### config.mk
export PLATFORM = sky130hd
export DESIGN_NAME = pal_csync_seq
export DESIGN_NICKNAME = d
export VERILOG_FILES = /design/src/rtl/pal_csync_seq.sv
export SDC_FILE = /design/constraint.sdc
export NUM_CORES = 1
export LEC_CHECK = 0
export BUFFER_PORTS_ARGS = -buffer_cell sky130_fd_sc_hd__buf_2
export CORE_MARGIN = 5
export CORE_UTILIZATION = 67
export DETAILED_ROUTE_END_ITERATION = 16
export GPL_ROUTABILITY_DRIVEN = 0
export GPL_TIMING_DRIVEN = 0
export PLACE_DENSITY = 0.85
export SLEW_MARGIN = 5
export SYNTH_ARGS = -nofsm -noshare
export SYNTH_HDL_FRONTEND = slang
export SYNTH_SLANG_ARGS = --single-unit
### constraint.sdc
create_clock -name clk -period 8.8 [get_ports clk]
set_clock_uncertainty 0.05 [all_clocks]
set_input_delay 0 -clock clk [delete_from_list [all_inputs] [get_ports clk]]
set_output_delay 0 -clock clk [all_outputs]
set_load 0.03 [all_outputs]
### src/rtl/pal_csync_seq.sv
module pal_csync_seq #(
  parameter int CLK_MHZ = 50
) (
  input  logic clk,
  input  logic rst,
  output logic csync_n,
  output logic frame_start,
  output logic field
);
  localparam int ENTRIES  = 622;
  localparam int MID      = 311;
  localparam int IW       = $clog2(ENTRIES);
  localparam int LINE_CYC = 64 * CLK_MHZ;
  localparam int HS_CYC   = (47 * CLK_MHZ) / 10;
  localparam int VS_CYC   = 160 * CLK_MHZ;
  localparam int CW       = $clog2(VS_CYC);

  localparam logic [CW-1:0] HS_M1   = CW'(HS_CYC - 1);
  localparam logic [CW-1:0] VS_M1   = CW'(VS_CYC - 1);
  localparam logic [CW-1:0] STD_M1  = CW'(LINE_CYC - HS_CYC - 1);
  localparam logic [CW-1:0] TOP1_M1 = CW'(17 * CLK_MHZ - 1);
  localparam logic [CW-1:0] PRE2_M1 = CW'(47 * CLK_MHZ - HS_CYC - 1);
  localparam logic [CW-1:0] TOP2_M1 = CW'(49 * CLK_MHZ - 1);
  localparam logic [CW-1:0] PRE1_M1 = CW'(15 * CLK_MHZ - HS_CYC - 1);

  localparam logic [IW-1:0] I_FIRST = '0;
  localparam logic [IW-1:0] I_PRE2  = IW'(MID - 1);
  localparam logic [IW-1:0] I_TOP2  = IW'(MID);
  localparam logic [IW-1:0] I_LAST  = IW'(ENTRIES - 1);

  logic [IW-1:0] idx;
  logic          hi;
  logic [CW-1:0] cnt;
  logic [CW-1:0] len_m1;

  always_comb begin
    if (!hi)
      len_m1 = (idx == I_FIRST || idx == I_TOP2) ? VS_M1 : HS_M1;
    else if (idx == I_FIRST)
      len_m1 = TOP1_M1;
    else if (idx == I_PRE2)
      len_m1 = PRE2_M1;
    else if (idx == I_TOP2)
      len_m1 = TOP2_M1;
    else if (idx == I_LAST)
      len_m1 = PRE1_M1;
    else
      len_m1 = STD_M1;
  end

  always_ff @(posedge clk) begin
    if (rst) begin
      idx <= I_FIRST;
      hi  <= 1'b0;
      cnt <= '0;
    end else if (cnt == len_m1) begin
      cnt <= '0;
      hi  <= ~hi;
      if (hi) idx <= (idx == I_LAST) ? I_FIRST : idx + 1'b1;
    end else begin
      cnt <= cnt + 1'b1;
    end
  end

  assign csync_n     = rst | hi;
  assign frame_start = !rst && idx == I_FIRST && !hi && cnt == '0;
  assign field       = idx >= I_TOP2;
endmodule

**Yosys cells after proc, flatten, opt, wreduce, memory -nomap -nowiden**

Index checks and enable logic that the tools add are counted.

- Register bits: 24
- Latch bits: 0
- Bits in writable memories: 0
- Memory bits (read-only): 0
- Input port bits: 2
- Output and inout port bits: 3
- Word-level logic and storage cells: 29
- Memories: 0

- $add $sub $neg: 2
- $mul: 0
- Divide/modulo/power cells: 0
- Magnitude comparators: 1
- Equal/unequal tests: 4
- Shift-type cells: 0
- Mux-type cells: 7
- Bitwise gates (word level): 2
- Reductions and logical operators: 10

Operators with widths:

| kind | count |
|---|---|
| 12-bit 2-to-1 mux | 4 |
| 13-bit 2-to-1 mux | 2 |
| 10-bit by 9-bit equality test with 1-bit output (second input constant) | 2 |
| 13-bit by 1-bit adder with 13-bit output (second input constant) | 1 |
| 13-bit equality test | 1 |
| 13-bit zero test | 1 |
| 10-bit by 1-bit adder with 10-bit output (second input constant) | 1 |
| 10-bit equality test (second input constant) | 1 |
| 10-bit by 9-bit >= comparator with 1-bit output (second input constant) | 1 |
| 10-bit zero test | 1 |
| 10-bit 2-to-1 mux | 1 |
| 1-bit logical AND | 3 |
| 1-bit zero test | 2 |
| 2-bit AND reduction | 1 |
| 2-bit OR reduction | 1 |
| 1-bit logical OR | 1 |
| 1-bit inverter | 1 |
| 1-bit OR | 1 |

**Depth between registers and ports, before layout**

- Depth after elaboration: 8
- Depth in mapped cells: 12
- Depth with buffers taken out: 9

**Worst setup path before layout**

OpenSTA, ideal clock, no wires.

- Kind: reg-to-reg
- From: register idx[3]
- To: register idx[2]
- Library setup time: 117 ps
- Arrival: 2,780 ps
- Data required time: 8,633 ps
- Path slack: 5,853 ps
- Stages on the path, launching flop included: 11
- Buffers on the path: 3
- Period minus slack after synthesis: 2,947 ps
- Cell sequence: dfxtp_1 buf_6 or4_4 buf_6 or3_1 buf_2 a211oi_2 a31o_2 nand4_4 or4_1 a32o_1

- Longest elaborated chain between the ends: 8
- Elaborated cells between the ends (all ways): 14
- Classes of those cells: 4 x eq/ne; 7 x mux; 3 x reduce/logical

RTL lines:

| item | line | RTL |
|---|---|---|
| start: declaration | 31 | `logic [IW-1:0] idx;` |
| start signal: assignment | 59 | `if (hi) idx <= (idx == I_LAST) ? I_FIRST : idx + 1'b1;` |
| 10-bit equality test | 45, 59 |  |
| 12-bit 2-to-1 mux | 45 | `else if (idx == I_LAST)` |
| 12-bit 2-to-1 mux | 43 | `else if (idx == I_TOP2)` |
| 12-bit 2-to-1 mux | 41 | `else if (idx == I_PRE2)` |
| 12-bit 2-to-1 mux | 39 | `else if (idx == I_FIRST)` |
| 13-bit 2-to-1 mux | 37 | `if (!hi)` |
| 13-bit equality test | 56 | `end else if (cnt == len_m1) begin` |
| 2-bit AND reduction (no source line) | n/a |  |

Several ways; a longest one is shown, not always the timed one.
A chain may end at the register's enable or synchronous reset.

**Worst setup path in the final report**

- From: register idx[6]
- To: register cnt[9]

- Longest elaborated chain between the ends: 8
- Elaborated cells between the ends (all ways): 13
- Classes of those cells: 4 x eq/ne; 6 x mux; 3 x reduce/logical

RTL lines:

| item | line | RTL |
|---|---|---|
| 10-bit equality test | 45 |  |
| 12-bit 2-to-1 mux | 45 |  |
| 12-bit 2-to-1 mux | 43 |  |
| 12-bit 2-to-1 mux | 41 |  |
| 12-bit 2-to-1 mux | 39 |  |
| 13-bit 2-to-1 mux (*) | 37 |  |
| 13-bit equality test (*) | 56 |  |
| 2-bit OR reduction (no source line) (*) | n/a |  |
| end signal: assignment | 61 | `cnt <= cnt + 1'b1;` |
| end: declaration | 33 | `logic [CW-1:0] cnt;` |

Mark *: on every way between the ends. The rest lies on a longest branch, timed or not.

==> reports/summary.txt <==
Final hold vios = 0
Crit. path cell count = 10
DP Area = 1936 sq um
CTS tree = yes
RSZ-0062 raised after global routing = no
Vias/cell = 6.650
Final setup margin = 5.395 ns
Avg WL per Cell = 15.92 um
Reg-to-Reg End = cnt[9]
Flop and latch count out of synthesis = 24
CP most frequent cell = buf_2
# hold bufs at CTS = 0
Synth Area in Adders = 0.04000
Setup Total Neg Slack = 0 ns
Full die area = 3960 sq um
GRT Total Usage = 0.2427
Largest net degree at the start of global routing = 15
Worst r2r path cells = 10
Max Cap Viol = 0
Startpoint Class = flip-flop
Grt total ovfl = 0
Top layer in use = met4
Sequential share of power = 0.497
Core footprint = 2710 sq um
Area delta synth->final = 5.934%
Syn Nets = 263
DR DRC count = 0
Reg2reg setup slack = 5.40 ns
PD cells = 116.4 nW/um^2
CP bufs+invs = 3
Mean Syn Cell Area = 7.360 sq um
Min cycle time layout = 3.405 ns
Fill cell count = 234
Crit Path Class = flip-flop to flip-flop
Area share of the largest cell type after synthesis = 0.2560
Least-Margin Pin Slew = 0.8641 ns
CP arrival = 3.60 ns
Pre-antenna DRT Iters = 5
Cts bufs inserted = 3
Setup Viol. Count Final = 0
NumNets Final = 272
CTS root buf = clkbuf_4
Worst path max stage delay = 0.73 ns
M1 wire length = 2.103 mm
H-tree depth = 1
Post-synth EDFFs = 0
Switching part of the total power = 0.2664
Synth Area in Simple Gates = 0.3733
Multiplexer area fraction after synthesis = 0.02733
Crit end category = flip-flop
Mapped Area = 1877 sq um
Final Cycle Share = 0.3869
Vias = 1955
Die H = 62.93 um
Row count = 19
CP endpoint = cnt[9]
Status = completed
Total internal power = 0.0001697 W
Final slew viol count = 0
# IOs = 5
Crit. Startpoint = idx[6]
Crit-path slowest cell = nor4_1
Leak = 0.6859 nW
Worst-path clk slew = 0.14 ns
Most frequent cells in the layout = nor2_1, dfxtp_1, nand3_1
Die Wd = 62.93 um
Synth area leaders = dfxtp_1, nand3_1, nor2_1, ha_1, nand2_1
CP Max Fanout = 10
N_diodes = 0
Cells after Synth = 255
Post-layout util = 0.7336
Worst skew pair latency = 0.33 ns
Main flop type after synthesis = dfxtp_1
Slew headroom = 0.4186
Synth cell types = 47
Worst slack, placed = 5.530 ns
PortBufs = 4
Combinational family with the most area after synthesis = simple AND/OR/NAND/NOR gates
Maximum vdd drop = 0.1138 mV
Initial DRC count = 184
Synthesis Warnings = 0
Clk sinks = 24
Hpwl dp = 3.389 mm
Reg-to-Reg Start = idx[6]
Share of layout cells above drive strength 1 = 0.09125
Initial antenna violation count = 0
WP data required = 8.99 ns
Post-CTS resize count = 0
Initial Utilization = 0.6925
Final wirelength = 4.680 mm
Final Instance Area = 1988 sq um
CP delay by family, top = simple AND/OR/NAND/NOR gates
Metal2 WL = 2.018 mm
Post-synthesis xor/xnor area fraction = 0.05600
Combinational share of power = 0.144
Switching pwr = 0.00006164 W
Longest Clk Path Bufs = 2
Commonest non-fill, non-tap cell in the layout = nor2_1
Cell taking the most area after synthesis = dfxtp_1
Met3 routed WL = 472 um
Postcts setup bufs = 0
FFs w/ async S/R, synth = 0
Worst Hold Class = input pin to flip-flop
First-pass GRT wire length = 7.997 mm
Clock power frac = 0.359
Final ANT Viol Nets = 0
Register area share after synthesis = 0.2560
Maximum clock rate = 0.2937 GHz
Critical path, cell by cell = buf_2 > nor4_1 > and3_1 > buf_1 > o41ai_1 > a21oi_1 > nand4_4 > o31ai_1 > buf_2 > nor2_1
Post-synthesis compound-gate area fraction = 0.1700
Vias in the first global route = 1717
-- synth_stat cells, types with 5 or more instances --
cell,count
a21oi_1,8
and3_1,5
buf_2,5
clkbuf_1,12
dfxtp_1,24
ha_1,6
inv_1,12
nand2_1,18
nand3_1,22
nand4_1,7
nor2_1,29
nor3_1,11
nor4_1,10
o21ai_0,9
o31ai_1,6
or3_1,6
or4_1,5
xnor2_1,5
xor2_1,7
-- worst reg2reg max path, stage by stage, from the launching register on --
cell     delay, ns
dfxtp_1       0.32
buf_2         0.16
nor4_1        0.73
and3_1        0.26
buf_1         0.27
o41ai_1       0.11
a21oi_1       0.27
nand4_4       0.24
o31ai_1       0.53
buf_2         0.31
nor2_1        0.08
-- layout make-up --
| type | count | area [sq um] | area share |
|---|---|---|---|
| inverter | 12 | 45.04 | 0.02266 |
| tap | 31 | 38.79 | 0.01951 |
| timing repair buffer | 4 | 20.02 | 0.01007 |
| sequential | 24 | 480.5 | 0.2417 |
| multi-input combinational | 198 | 1251 | 0.6293 |
| clock buffer | 3 | 22.52 | 0.01133 |
| clock inverter | 1 | 30.03 | 0.01510 |
| buffer | 21 | 100.1 | 0.05035 |
-- per-stage QoR --
| stage | hold WS (ns) | cells | total power [W] |
|---|---|---|---|
| after floorplan | 0.2631 | 255 | 0.0001418 |
| after global placement | 0.4204 | 290 | 0.0001491 |
| after detailed placement | 0.4480 | 290 | 0.0001496 |
| after CTS | 0.1216 | 294 | 0.0002303 |
| after global routing | 0.1513 | 294 | 0.0002409 |
| final | 0.1341 | 294 | 0.0002314 |
-- flip-flops by register name (all words and copies together) (netlist names) --
signal	flops
cnt	13
hi	1
idx	10
-- cell families (layout without fill, tap and decap cells) --
| family | Yosys count | in the layout |
|---|---|---|
| adders and majority gates | 6 | 6 |
| DFF | 24 | 24 |
| buffers and inverters | 33 | 41 |
| xor gates and xnor gates | 12 | 12 |
| AOI/OAI and AO/OA | 45 | 45 |
| muxes | 5 | 5 |
| and+or+nand+nor | 130 | 130 |
-- worst min path at each step --
stage	start	to	slack [ns]	cells after the start
2_1_floorplan	rst	hi	0.26	2
3_3_place_gp	cnt[0]	cnt[0]	0.42	1
3_5_place_dp	cnt[0]	cnt[0]	0.45	1
4_1_cts	rst	hi	0.12	3
5_1_grt	rst	hi	0.15	3
6_report	rst	hi	0.13	3
-- power by group through the flow --
stage | logic (W) | registers, W | clock network [W]
6_report | 0.0000334 | 0.000115 | 0.0000831
5_1_grt | 0.0000364 | 0.000115 | 0.0000892
4_1_cts | 0.0000329 | 0.000115 | 0.0000828
3_5_place_dp | 0.0000327 | 0.000117 | 0
3_3_place_gp | 0.0000323 | 0.000117 | 0
2_1_floorplan | 0.0000260 | 0.000116 | 0
-- layer usage --
metal	vias up	global-route usage
met4	0	0.08753
met5	-	0
met2	113	0.3538
met1	883	0.3573
li1	944	-
met3	15	0.03417
(Power assumes the default switching activity.)
